==> config.mk <==
export PLATFORM = sky130hd
export DESIGN_NAME = acc_alu
export DESIGN_NICKNAME = d
export VERILOG_FILES = /design/src/rtl/acc_alu.sv
export SDC_FILE = /design/constraint.sdc
export NUM_CORES = 1
export LEC_CHECK = 0
export CAP_MARGIN = 10
export CORE_MARGIN = 5
export CORE_UTILIZATION = 30
export CTS_BUF_LIST = sky130_fd_sc_hd__clkbuf_16
export DETAILED_ROUTE_END_ITERATION = 10
export GPL_ROUTABILITY_DRIVEN = 0
export PLACE_DENSITY_LB_ADDON = 0.1
export SLEW_MARGIN = 40
export SYNTH_ARGS = -nofsm -noshare
export SYNTH_HDL_FRONTEND = slang
export SYNTH_SLANG_ARGS = --single-unit
==> constraint.sdc <==
create_clock -name clk -period 5.3 [get_ports clk]
set_clock_uncertainty 0.2 [all_clocks]
set_input_delay 1.59 -clock clk [delete_from_list [all_inputs] [get_ports clk]]
set_output_delay 1.59 -clock clk [all_outputs]
set_load 0.005 [all_outputs]
==> src/rtl/acc_alu.sv <==
module acc_alu #(
  parameter int W = 8
) (
  input  logic         clk,
  input  logic         rst_n,
  input  logic         exec,
  input  logic [7:0]   instr,
  input  logic [W-1:0] reg_val,
  input  logic [W-1:0] acc_val,
  output logic [W-1:0] result,
  output logic         acc_we,
  output logic         carry,
  output logic         zero
);
  localparam logic [4:0] OP_FLAG = 5'b00001;
  localparam logic [4:0] OP_ADC  = 5'b00010;
  localparam logic [4:0] OP_INC  = 5'b00011;
  localparam logic [4:0] OP_SBC  = 5'b00100;
  localparam logic [4:0] OP_DEC  = 5'b00101;
  localparam logic [4:0] OP_NOT  = 5'b00110;
  localparam logic [4:0] OP_XOR  = 5'b00111;
  localparam logic [4:0] OP_AND  = 5'b01000;
  localparam logic [4:0] OP_OR   = 5'b01001;
  localparam logic [4:0] OP_SLC  = 5'b01010;
  localparam logic [4:0] OP_SRC  = 5'b01011;
  localparam logic [4:0] OP_ROL  = 5'b01100;
  localparam logic [4:0] OP_ROR  = 5'b01101;
  localparam logic [4:0] OP_CMP  = 5'b01110;
  localparam logic [2:0] SUB_SEC = 3'b100;
  localparam logic [2:0] SUB_CLC = 3'b101;

  logic [4:0] op;
  logic [2:0] sub;
  logic [W:0] ext;
  logic       writes, c_nxt, z_nxt;

  assign op  = instr[7:3];
  assign sub = instr[2:0];

  always_comb begin
    ext    = '0;
    result = '0;
    writes = 1'b1;
    c_nxt  = carry;
    z_nxt  = zero;
    case (op)
      OP_ADC: begin
        ext   = {1'b0, reg_val} + {1'b0, acc_val} + {{W{1'b0}}, carry};
        c_nxt = ext[W];
      end
      OP_INC: begin
        ext   = {1'b0, reg_val} + {{W{1'b0}}, 1'b1};
        c_nxt = ext[W];
      end
      OP_SBC: begin
        ext   = {1'b0, reg_val} - {1'b0, acc_val} - {{W{1'b0}}, carry};
        c_nxt = ext[W];
      end
      OP_DEC: begin
        ext   = {1'b0, reg_val} - {{W{1'b0}}, 1'b1};
        c_nxt = ext[W];
      end
      OP_NOT: ext[W-1:0] = ~reg_val;
      OP_XOR: ext[W-1:0] = reg_val ^ acc_val;
      OP_AND: ext[W-1:0] = reg_val & acc_val;
      OP_OR:  ext[W-1:0] = reg_val | acc_val;
      OP_SLC: begin
        ext[W-1:0] = {reg_val[W-2:0], carry};
        c_nxt      = reg_val[W-1];
      end
      OP_SRC: begin
        ext[W-1:0] = {carry, reg_val[W-1:1]};
        c_nxt      = reg_val[0];
      end
      OP_ROL: begin
        ext[W-1:0] = {reg_val[W-2:0], reg_val[W-1]};
        c_nxt      = reg_val[W-1];
      end
      OP_ROR: begin
        ext[W-1:0] = {reg_val[0], reg_val[W-1:1]};
        c_nxt      = reg_val[0];
      end
      OP_CMP: begin
        writes = 1'b0;
        ext    = {1'b0, acc_val} - {1'b0, reg_val};
        z_nxt  = (acc_val == reg_val);
        c_nxt  = (acc_val > reg_val);
      end
      OP_FLAG: begin
        writes = 1'b0;
        if (sub == SUB_SEC) c_nxt = 1'b1;
        else if (sub == SUB_CLC) c_nxt = 1'b0;
      end
      default: writes = 1'b0;
    endcase
    result = ext[W-1:0];
    if (writes) z_nxt = (result == '0);
  end

  assign acc_we = exec && writes;

  always_ff @(posedge clk or negedge rst_n) begin
    if (!rst_n) begin
      carry <= 1'b0;
      zero  <= 1'b0;
    end else if (exec) begin
      carry <= c_nxt;
      zero  <= z_nxt;
    end
  end

  AST_IDLE_HOLD: assert property (@(posedge clk) disable iff (!rst_n)
    !exec |=> ($stable(carry) && $stable(zero)));
  AST_SEC_SETS: assert property (@(posedge clk) disable iff (!rst_n)
    (exec && instr == 8'h0C) |=> (carry && zero == $past(zero)));
  AST_CLC_CLEARS: assert property (@(posedge clk) disable iff (!rst_n)
    (exec && instr == 8'h0D) |=> (!carry && zero == $past(zero)));
  AST_LOGIC_KEEPS_C: assert property (@(posedge clk) disable iff (!rst_n)
    (exec && (op == OP_NOT || op == OP_XOR || op == OP_AND || op == OP_OR))
      |=> carry == $past(carry));
  AST_ZERO_TRACKS: assert property (@(posedge clk) disable iff (!rst_n)
    acc_we |=> zero == ($past(result) == '0));
  AST_CMP_FLAGS: assert property (@(posedge clk) disable iff (!rst_n)
    (exec && op == OP_CMP) |=> (zero == ($past(acc_val) == $past(reg_val))
                                && carry == ($past(acc_val) > $past(reg_val))));
  AST_CMP_NO_WRITE: assert property (@(posedge clk) disable iff (!rst_n)
    (exec && op == OP_CMP) |-> !acc_we);
endmodule

---- Word-level counts from Yosys, hierarchy flattened ----
Cells that the tools add are included.
storage, ports and cells
  register bits ........................... 2
  input port bits ......................... 27
  output and inout port bits .............. 11
  word-level logic and storage cells ...... 48
operators by class
  add/sub/neg operators ................... 7
  order comparisons ....................... 1
  equality and inequality tests ........... 18
  multiplexer cells ....................... 7
  bitwise logic cells ..................... 4
  reduce and logical (&&, ||, !) cells .... 9
operator list
  kind                 count
  $pmux 8 s13          1
  $eq 5x4->1 const B   7
  $eq 5x3->1 const B   4
  $reduce_or 12->1     1
  $eq 5x2->1 const B   2
  $add 8x1->9 const B  1
  $add 8x8->9          1
  $add 9x1->9          1
  $sub 8x1->9 const B  1
  $sub 8x8->9          1
  $sub 9x1->9          1
  $and 8x8->8          1
  $eq 8x8->1           1
  $gt 8x8->1           1
  $logic_not 8->1      1
  $not 8->8            1
  $or 8x8->8           1
  $pmux 1 s8           1
  $reduce_bool 8->1    1
  $sub 8x8->8          1
  $xor 8x8->8          1
  $eq 3x3->1 const B   2
  $eq 5x1->1 const B   1
  $mux 1               5
  other kinds (6)      7

---- Logic depth before layout (Yosys ltp) ----
  word-level depth ........................ 5
  depth in mapped cells ................... 12
  gate-level depth less buffers ........... 11

---- Least setup slack after synthesis ----
Ideal clock, no wire load.
  kind .................................... input to output
  start point ............................. in reg_val[2]
  end point ............................... out result[7]
  data arrival time ....................... 3.757 ns
  setup slack ............................. -0.247 ns
  stages .................................. 10
  path through ............................ clkbuf_1 inv_1 ha_1 fa_1 nor3_1 a211oi_1 a21o_1 a21oi_1 xor2_1 a211o_1
on the way
  longest elaborated chain between the ends .. 3
  elaborated cells on any way between the ends .. 8
ends and longest elaborated chain
  element                                            line    source
  start: declaration                                 8       input logic [W-1:0] reg_val,
  $sub 8x8->9 / $add 8x8->9 (equally long branches)  56, 48
  $sub 9x1->9 / $add 9x1->9 (equally long branches)  56, 48
  $pmux 8 s13 (*)                                    46      case (op)
  end: declaration                                   10      output logic [W-1:0] result,
Every way passes the cells marked *; elsewhere a longest branch is shown, timed or not.

---- Final worst setup path ----
  start point ............................. in reg_val[0]
  end point ............................... out result[7]
The elaborated chain is that of the path after synthesis.

==> metrics.cfg <==
[grt]
track_usage=0.2194
grt_antenna_before_repair=0
grt.overflow.total=0
grt_pass1_wl_um=17950
grt_max_degree=12
grt_pass1_vias=3465

[logic_synthesis]
synth.area.mux_share=0.03638
synth_common_cells=ha_1, inv_1, nor2_1, nand2_1
postSynthAreaPerCell_um2=7.304
synth.top_cell.area_share=0.1819
syn_inst=339
yosys_warnings=0
async_flop_share=1.000
synthFlopType=dfrtp_1
synth_edf_count=0
synth-compound-area-share=0.3017
synthesis.area_um2=2476
seq_area_frac_synth=0.02021
ys_ff_latch=2
synthAdderAreaFrac=0.2466
synth_top_area_cell=ha_1
synth_area_leaders=ha_1, fa_1, inv_1, nor2_1, mux2i_1
synthDistinctLibCells=68
synth.most_common_cell=ha_1
synth_top_family_by_area=compound AO/OA/AOI/OAI gates
synth_fp_nets=410
synth_xor_area_frac=0.04598
synthSimpleGateAreaFrac=0.2663

[floorplan]
rows=33
fp.dieH_um=100.9
num_io_pins=38
start_util=0.3044
die_area_um2=10170
chipWidth_um=100.9
placeableCoreArea_um2=8134

[setup_path]
worstPathArrival_ps=3650
critPathMaxFanout=4
required_ps=3510
end_kind=output pin
crit_path_cell_trace=buf_8 -> fa_2 -> inv_2 -> ha_4 -> o21ai_4 -> a211oi_4 -> a21o_1 -> a21oi_2 -> xor2_1 -> a211o_1 -> buf_2
slowest_delay_ps=610
r2r_cells=11
rrSetupSlack_ps=1610
crit_slowest_cell=fa_2
critPathLaunchType=primary input
path_class=primary input to output pin

[place]
io_buffers=37
dp_cells=607
dp_hpwl_um=8858

[power_and_ir_drop]
p_leak_uw=0.002103
vdd_drop_max_mv=0.2383
p_per_area_nw_per_um2=138.8

[sta]
worstMarginPinSlew_ps=459.8
setup_violations=4
layout_setup_ws_ps=-142.7
hold_ws_ps=398.5
timing.slew.headroom=0.6902
rsz0062_at_grt=true
finalMaxSlewViolations=0
fmax_mhz=183.7
fin_crit_sh=1.027
fin_crit_ps=5443
hold_violations=0

[flow_run]
drv_cap=0

[detailed_routing]
vias=3379
antenna_left=0
viasPerCell=5.381
wire_per_inst_um=17.70
firstDrtPassIters=4
drtIter0Drc=185
routed_wl_um=11120
drc_errors=0

[final_layout]
syn_to_final_growth_pct=85.25
nets=596
n_antenna_cell=0
stdcell_count=628
final_layout_size_suffix_gt1_frac=0.4914
fill_cells=748

[outcome]
violations=negative setup slack
status=complete, but fails checks

[clocking]
h-tree-depth=1
clk_latency_ps=220
ctsLongestPathBuffers=2
cts.clk_slew.worst_paths_ps=30
cts_tree=yes
clockRootBuffer=clkbuf_16
cts_made_buffers=3
clkSinkCount=2

[hold_path]
hold_depth=3
min_path_type=flip-flop to flip-flop

registers in the layout (all words and copies together) (netlist names):
register / flops
carry: 1
zero: 1
power by group:
| part | internal, µW | switching [µW] | total, µW | leakage [µW] |
|---|---|---|---|---|
| logic | 268 | 231 | 499 | 0.00204 |
| registers | 18.3 | 7.39 | 25.7 | 0.0000257 |
| clock network | 95.9 | 16.2 | 112 | 0.0000370 |
path summary, 6_finish.rpt:
kind,startpoint,endpoint
min in group asynchronous,rst_n,zero$_DFFE_PN0P_
setup reg to reg,carry$_DFFE_PN0P_,zero$_DFFE_PN0P_
hold / removal,zero$_DFFE_PN0P_,zero$_DFFE_PN0P_
hold reg to reg,zero$_DFFE_PN0P_,zero$_DFFE_PN0P_
setup / recovery,reg_val[0],result[7]
max in group asynchronous,rst_n,carry$_DFFE_PN0P_
logic make-up (layout without fill, tap and decap cells):
group                    count (synthesis)  after routing
buffers and inverters                   49            233
multiplexers                             9              9
flip-flops                               2              2
AND/OR/NAND/NOR                        124            124
adder cells (fa/ha/maj)                 44             44
XOR/XNOR                                13             13
AO/OA/AOI/OAI                           98             98
metrics by stage:
step                      utilization  cell area [µm²]  setup TNS [ps]  total power, µW  worst slack [ps]
after global routing           0.5639             4587          -732.9            680.2            -214.1
after global placement         0.4924             4005           -7444            431.4             -1176
after CTS                      0.5568             4529          -415.0            618.7            -139.6
after floorplan                     -             2511               0            216.5             15.76
final                          0.5639             4587          -365.4            636.7            -142.7
after detailed placement       0.4924             4005           -7534            432.4             -1179
metal layers:
layer	routed length (µm)	vias up	GRT usage
met3	682	20	0.01246
met5	0	-	0
met4	185	0	0.04560
li1	-	1642	-
met1	5033	1608	0.3118
met2	5215	109	0.3651
cells in the final DEF, fill, tap and decap left out, drive strengths merged, types with 4 or more instances in the layout:
cell / instances
buf: 172
ha: 36
nor2: 30
inv: 30
nand2: 24
nor3: 13
o21ai: 13
clkdlybuf4s50: 11
mux2i: 9
dlygate4sd2: 9
a31oi: 9
a21oi: 9
xnor2: 8
nand2b: 8
o22ai: 8
fa: 8
nand3: 7
nor4: 6
a221o: 5
xor2: 5
o211ai: 5
nor2b: 5
clkbuf: 5
and2: 4
a21o: 4
a221oi: 4
and3: 4
clkdlybuf4s15: 4
or3: 4
o221ai: 4
critical path, delay by kind of cell:
kind	cells	cell delay, ps
XOR/XNOR	1	80
buffers and inverters	3	310
adder cells (fa/ha/maj)	2	780
AO/OA/AOI/OAI	5	890
layout make-up:
type	instances	area (µm²)	area share
Sequential cell	2	50.05	0.01091
Clock buffer	3	75.07	0.01637
Inverter	30	117.6	0.02564
Tap cell	105	131.4	0.02864
Timing Repair Buffer	200	1620	0.3532
Multi-Input combinational cell	288	2592	0.5652
what timing repair did:
item	CTS	global route
hold buffers	0	0
setup buffers	15	2
cloned	2	0
setup endpoints to repair	8	8
endpoints found under the hold margin	0	0
pin swaps	34	17
gates resized for setup	142	22
Power figures use the tool's default switching activity.
